`src/rtl/rstw_pkg.sv`:
```
package rstw_pkg;
  typedef enum logic [1:0] {
    LNK_OFF    = 2'd0,
    LNK_ACTIVE = 2'd1,
    LNK_WAKE   = 2'd2
  } lnk_state_e;
endpackage

```
`src/rtl/rstw_sync.sv`:
```
// Two-flop synchroniser, one chain per bit, with a per-bit reset value.
module rstw_sync #(
  parameter int            W       = 1,
  parameter logic [W-1:0]  RST_VAL = '0
) (
  input  logic         clk,
  input  logic         rst,
  input  logic [W-1:0] d,
  output logic [W-1:0] q
);
  for (genvar i = 0; i < W; i++) begin : g_bit
    logic s1_q, s2_q;
    always_ff @(posedge clk) begin
      if (rst) begin
        s1_q <= RST_VAL[i];
        s2_q <= RST_VAL[i];
      end else begin
        s1_q <= d[i];
        s2_q <= s1_q;
      end
    end
    assign q[i] = s2_q;
  end
endmodule

```
`src/rtl/rstw_width_meter.sv`:
```
// Counts consecutive cycles of a level; met is high once LIMIT cycles are seen.
module rstw_width_meter #(
  parameter int LIMIT = 16
) (
  input  logic clk,
  input  logic rst,
  input  logic level,
  output logic met
);
  localparam int CW = $clog2(LIMIT + 1);
  localparam logic [CW-1:0] TOP = CW'(LIMIT);

  logic [CW-1:0] cnt_q;

  always_ff @(posedge clk) begin
    if (rst || !level) cnt_q <= '0;
    else if (cnt_q != TOP) cnt_q <= cnt_q + 1'b1;
  end

  assign met = (cnt_q == TOP);
endmodule

```
`src/rtl/rstw_link_seq.sv`:
```
// Link state sequencer: resolves cold, warm, register reset and wake events.
module rstw_link_seq
  import rstw_pkg::*;
(
  input  logic       clk,
  input  logic       rst,
  input  logic       cold_fire,
  input  logic       warm_met,
  input  logic       sync_s,
  input  logic       is_primary,
  input  logic       link_down_req,
  input  logic       wake_req,
  input  logic       reg_hit,
  output lnk_state_e state,
  output logic       bclk_run,
  output logic       sdata_wake,
  output logic       reg_rst_q,
  output logic       link_rst_q
);
  lnk_state_e st_q, st_d;
  logic bclk_q, bclk_d, wake_q, wake_d, armed_q, armed_d;
  logic rr_d, lr_d, warm_fire;

  always_comb begin
    st_d      = st_q;
    bclk_d    = bclk_q;
    wake_d    = wake_q;
    armed_d   = armed_q;
    rr_d      = reg_hit;
    lr_d      = 1'b0;
    warm_fire = armed_q & ~sync_s;
    if (cold_fire) begin
      st_d    = LNK_ACTIVE;
      bclk_d  = 1'b1;
      wake_d  = 1'b0;
      armed_d = 1'b0;
      rr_d    = 1'b1;
      lr_d    = 1'b1;
    end else if (warm_fire) begin
      st_d    = LNK_ACTIVE;
      bclk_d  = 1'b1;
      wake_d  = 1'b0;
      armed_d = 1'b0;
    end else begin
      if (warm_met) armed_d = 1'b1;
      case (st_q)
        LNK_ACTIVE: if (link_down_req) begin
          st_d   = LNK_OFF;
          bclk_d = 1'b0;
        end
        LNK_OFF: if (wake_req) begin
          st_d   = LNK_WAKE;
          wake_d = 1'b1;
        end
        default: ;
      endcase
    end
    bclk_d = bclk_d & is_primary;
  end

  always_ff @(posedge clk) begin
    if (rst) begin
      st_q       <= LNK_OFF;
      bclk_q     <= 1'b0;
      wake_q     <= 1'b0;
      armed_q    <= 1'b0;
      reg_rst_q  <= 1'b0;
      link_rst_q <= 1'b0;
    end else begin
      st_q       <= st_d;
      bclk_q     <= bclk_d;
      wake_q     <= wake_d;
      armed_q    <= armed_d;
      reg_rst_q  <= rr_d;
      link_rst_q <= lr_d;
    end
  end

  assign state      = st_q;
  assign bclk_run   = bclk_q;
  assign sdata_wake = wake_q;
endmodule

```
`src/rtl/ac_link_rst_ctrl.sv`:
```
module ac_link_rst_ctrl
  import rstw_pkg::*;
#(
  parameter int CLK_HZ       = 125_000_000,
  parameter int WARM_NS      = 1000,
  parameter int COLD_MIN_CYC = 16,
  parameter int AW           = 7
) (
  input  logic          clk,
  input  logic          rst,
  input  logic          link_rst_n,
  input  logic          sync_in,
  input  logic          bclk_alive,
  input  logic          is_primary,
  input  logic          link_down_req,
  input  logic          wake_req,
  input  logic          reg_wr,
  input  logic [AW-1:0] reg_addr,
  output logic          bclk_run,
  output logic          sdata_wake,
  output logic          reg_rst,
  output logic          link_rst,
  output logic [1:0]    link_state
);
  localparam longint WARM_RAW = ((longint'(CLK_HZ) / 1000) * WARM_NS + 999_999) / 1_000_000;
  localparam int     WARM_CYC = (WARM_RAW < 1) ? 1 : int'(WARM_RAW);

  logic [2:0] raw_in, synced;
  logic       sync_s, pin_n_s, alive_s;
  logic       cold_met, cold_fire, warm_level, warm_met, clk_absent, reg_hit;
  logic       reg_rst_q;
  lnk_state_e state;

  assign raw_in = {bclk_alive, link_rst_n, sync_in};

  rstw_sync #(.W(3), .RST_VAL(3'b010)) u_sync (
    .clk(clk), .rst(rst), .d(raw_in), .q(synced)
  );
  assign sync_s  = synced[0];
  assign pin_n_s = synced[1];
  assign alive_s = synced[2];

  rstw_width_meter #(.LIMIT(COLD_MIN_CYC)) u_cold (
    .clk(clk), .rst(rst), .level(~pin_n_s), .met(cold_met)
  );
  assign cold_fire = pin_n_s & cold_met;

  assign clk_absent = is_primary ? ~bclk_run : ~alive_s;
  assign warm_level = sync_s & clk_absent & (state != LNK_ACTIVE);

  rstw_width_meter #(.LIMIT(WARM_CYC)) u_warm (
    .clk(clk), .rst(rst), .level(warm_level), .met(warm_met)
  );

  assign reg_hit = reg_wr && (reg_addr == '0);

  rstw_link_seq u_seq (
    .clk(clk), .rst(rst), .cold_fire(cold_fire), .warm_met(warm_met),
    .sync_s(sync_s), .is_primary(is_primary), .link_down_req(link_down_req),
    .wake_req(wake_req), .reg_hit(reg_hit), .state(state),
    .bclk_run(bclk_run), .sdata_wake(sdata_wake), .reg_rst_q(reg_rst_q),
    .link_rst_q(link_rst)
  );

  assign reg_rst    = reg_rst_q | ~link_rst_n;
  assign link_state = state;
endmodule

```
`config.mk`:
```
export PLATFORM = sky130hd
export DESIGN_NAME = ac_link_rst_ctrl
export DESIGN_NICKNAME = d
export VERILOG_FILES = /design/src/rtl/rstw_pkg.sv /design/src/rtl/rstw_sync.sv /design/src/rtl/rstw_width_meter.sv /design/src/rtl/rstw_link_seq.sv /design/src/rtl/ac_link_rst_ctrl.sv
export SDC_FILE = /design/constraint.sdc
export NUM_CORES = 1
export LEC_CHECK = 0
export CORE_ASPECT_RATIO = 1.25
export CORE_MARGIN = 4
export CORE_UTILIZATION = 59
export DETAILED_ROUTE_END_ITERATION = 7
export DONT_BUFFER_PORTS = 1
export PLACE_DENSITY = 0.77
export SLEW_MARGIN = 5
export SYNTH_ARGS = -nofsm -noshare
export SYNTH_HDL_FRONTEND = slang
export SYNTH_HIERARCHICAL = 1
export SYNTH_SLANG_ARGS = --single-unit
```
`constraint.sdc`:
```
create_clock -name clk -period 1.7 [get_ports clk]
set_clock_uncertainty 0.2 [all_clocks]
set_input_delay 0 -clock clk [delete_from_list [all_inputs] [get_ports clk]]
set_output_delay 0 -clock clk [all_outputs]
set_load 0.01 [all_outputs]
```
==> impl_metrics.json <==
{
  "status": "finished, final reports clean",
  "crit_chain": "inv_1 > ha_1 > and4bb_4 > and2_4 > a211oi_4 > o21a_1",
  "path_clk_slew_ps": 130,
  "grt_pass1_vias": 773,
  "coreArea_mm2": 0.00174,
  "num-nets-final": 142,
  "p_clk_share_pct": 27.7,
  "ys_seq_area_share_pct": 46.5,
  "power_leakage_nw": 0.492,
  "via_per_inst": 5.57,
  "worst_pin_slew_ps": 423,
  "finalHoldViolCount": 0,
  "critPathLaunchType": "register",
  "grtUsageTotal_pct": 16.0,
  "placed_cell_area_mm2": 0.00109,
  "drt-initial-drc-count": 9,
  "ant_nets": 0,
  "synth_area_mm2": 0.00108,
  "switching_share_pct": 21.3,
  "timing.final.crit_period_ps": 1650,
  "rrSetupSlack_ps": 50,
  "synth_seq_cells": 25,
  "crit_required_ps": 1760,
  "synth_edf_count": 0,
  "worst_hold_path_type": "primary input to register",
  "fin_crit_sh_pct": 97.2,
  "totalPowerFinal_mw": 0.910,
  "grt_antenna_before_repair": 0,
  "layout_commonest_cell": "dfxtp_1",
  "ys.flop_type": "dfxtp_1",
  "die_area_mm2": 0.00258,
  "num_vias": 780,
  "area_growth_pct": 13.6,
  "p_int_mw": 0.716,
  "r2r_start": "u_cold/cnt_q[0]",
  "drv_cap": 0,
  "pwr-share-comb_pct": 5.9,
  "fmax_mhz": 605,
  "die_x_um": 46.2,
  "io_pins": 22,
  "startpoint": "u_cold/cnt_q[0]",
  "final_cell_mix": "23 x dfxtp_1, 9 x dlygate4sd3_1, 8 x nor2_1, 7 x inv_1, 7 x nor2b_1",
  "syn_avg_cell_area_um2": 9.87,
  "cts-root-buf": "clkbuf_4",
  "cts_sinks": 25,
  "dp_slack_ps": 41.0,
  "max-vdd-ir-drop_mv": 0.592,
  "rr_worst_depth": 6,
  "die_h_um": 55.7,
  "drc_errors": 0,
  "use_met1_pct": 16.7,
  "wire_per_inst_um": 13.4,
  "clkLatencyLatePin_ps": 310,
  "r2r_end": "u_seq/armed_q",
  "worst_slack_ps": 47.4,
  "grt_max_degree": 15,
  "endpoint": "u_seq/armed_q",
  "diodes": 0,
  "clk_path_buf_depth": 2,
  "async_flop_share_pct": 0,
  "path_max_fanout": 4,
  "cp.depth": 6,
  "path_delay_family": "compound AO/OA/AOI/OAI gates",
  "worstPathArrival_ps": 1710,
  "post-route-util_pct": 70.1,
  "design_area_mm2": 0.00122,
  "slowest_delay_ps": 360,
  "io_buffer_count": 0,
  "synthCells": 109,
  "slowest_stage": "dfxtp_2",
  "rows": 17,
  "seq_power_share_pct": 66.4,
  "slew_headroom_pct": 71.7,
  "overflow": 0,
  "fillers": 125,
  "grt.busiest_layer": "met2",
  "fin_hold_ws_ps": 60.0,
  "routed_wl_um": 1870,
  "synthDistinctLibCells": 33,
  "start_util_pct": 61.7,
  "cts_tree": "done",
  "end_kind": "register",
  "synth_fp_nets": 129,
  "drive_above_1_share_pct": 14.0,
  "power_density_mw_per_mm2": 745,
  "h-tree-depth": 1,
  "synth-warning-count": 6,
  "dp_hpwl_um": 1240,
  "crit_type": "register to register",
  "setup_violations": 0,
  "grt_util_met2_pct": 28.1,
  "path_buf_inv": 1,
  "switchingPower_mw": 0.194,
  "place_congestion": 0.800,
  "grt.met3_usage_pct": 2.91,
  "maxSlewViolCount": 0,
  "dr.pass1.iters": 4,
  "numCtsBuffers": 3,
  "grt_pass1_wl_um": 3060
}
-- state kept, by name (all words and copies together) (netlist names) --
name / cells
u_seq/reg_rst_q: 1
u_seq/armed_q: 1
u_seq/bclk_run: 1
u_seq/sdata_wake: 1
u_sync/g_bit.s1_q: 3
u_cold/cnt_q: 5
u_seq/link_rst_q: 1
u_seq/state: 2
u_sync/g_bit.s2_q: 3
u_warm/cnt_q: 7
-- per-layer routing --
layer  wire length (µm)  up-vias
met1                721      358
li1                   -      396
met4                 57        0
met2               1010       20
met3                 81        6
met5                  0        -
-- per-stage QoR --
step                std cells  setup TNS [ps]
floorplan                 109               0
global placement          127               0
detailed placement        127               0
CTS                       140               0
global route              140           -78.0
finish                    140               0
-- synthesized netlist by cell type, types with 3 or more instances --
master / n / area [µm²]
or2_1: 3 / 18.8
nor2_1: 8 / 30.0
xnor2_1: 4 / 35.0
dfxtp_1: 25 / 500
inv_1: 7 / 26.3
nor3_1: 5 / 25.0
a21oi_1: 5 / 25.0
ha_1: 4 / 50.1
a31oi_1: 3 / 18.8
nand3_1: 3 / 15.0
o21a_1: 4 / 30.0
nand2b_1: 5 / 31.3
buf_4: 3 / 22.5
nor2b_1: 7 / 43.8
-- worst register-to-register path: stages, from the launching register on --
cell      delay (ps)
dfxtp_2          360
inv_1             60
ha_1             200
and4bb_4         210
and2_4           180
a211oi_4         250
o21a_1           150
-- how the worst min path moves through the flow --
stage | end | start | depth (start not counted)
after floorplan | u_seq/state[0] | rst | 1
after global placement | u_seq/state[0] | rst | 1
after detailed placement | u_seq/state[0] | rst | 1
after CTS | u_warm/cnt_q[3] | is_primary | 4
after global routing | u_warm/cnt_q[1] | is_primary | 4
final | u_warm/cnt_q[2] | is_primary | 4
-- cell families after synthesis --
family                     count (synthesis)  synth area share [%]
buffers and inverters                     10                  4.54
AOI/OAI and AO/OA                         17                  11.0
adders and majority gates                  4                  4.65
muxes                                      2                  1.86
and+or+nand+nor                           45                  26.5
DFF                                       25                  46.5
xor gates and xnor gates                   6                  4.88
-- timing repair --
item / 4_1_cts / 5_1_grt
hold buffers: 9 / 0
hold endpoints to repair: 26 / 0
setup buffers: 0 / 0
setup endpoints to repair: 0 / 4
gates resized for setup: 0 / 4
-- power by group through the flow --
stage               logic [mW]  registers [mW]  clock network [mW]
global placement        0.0327           0.617                   0
CTS                     0.0522           0.604               0.259
floorplan               0.0288           0.617                   0
global route            0.0602           0.606               0.298
detailed placement      0.0336           0.617                   0
finish                  0.0538           0.604               0.252
-- final cells by class --
cell class | count | area, µm² | share of cell area (%)
flip-flops and latches | 25 | 503 | 41.1
well taps | 19 | 23.8 | 1.94
clock buffers | 3 | 22.5 | 1.84
repair buffers | 11 | 105 | 8.60
inverters | 7 | 26.3 | 2.15
clock inverters | 1 | 5.00 | 0.409
multi-input cells | 74 | 537 | 43.9
Power figures use the tool's default switching activity.
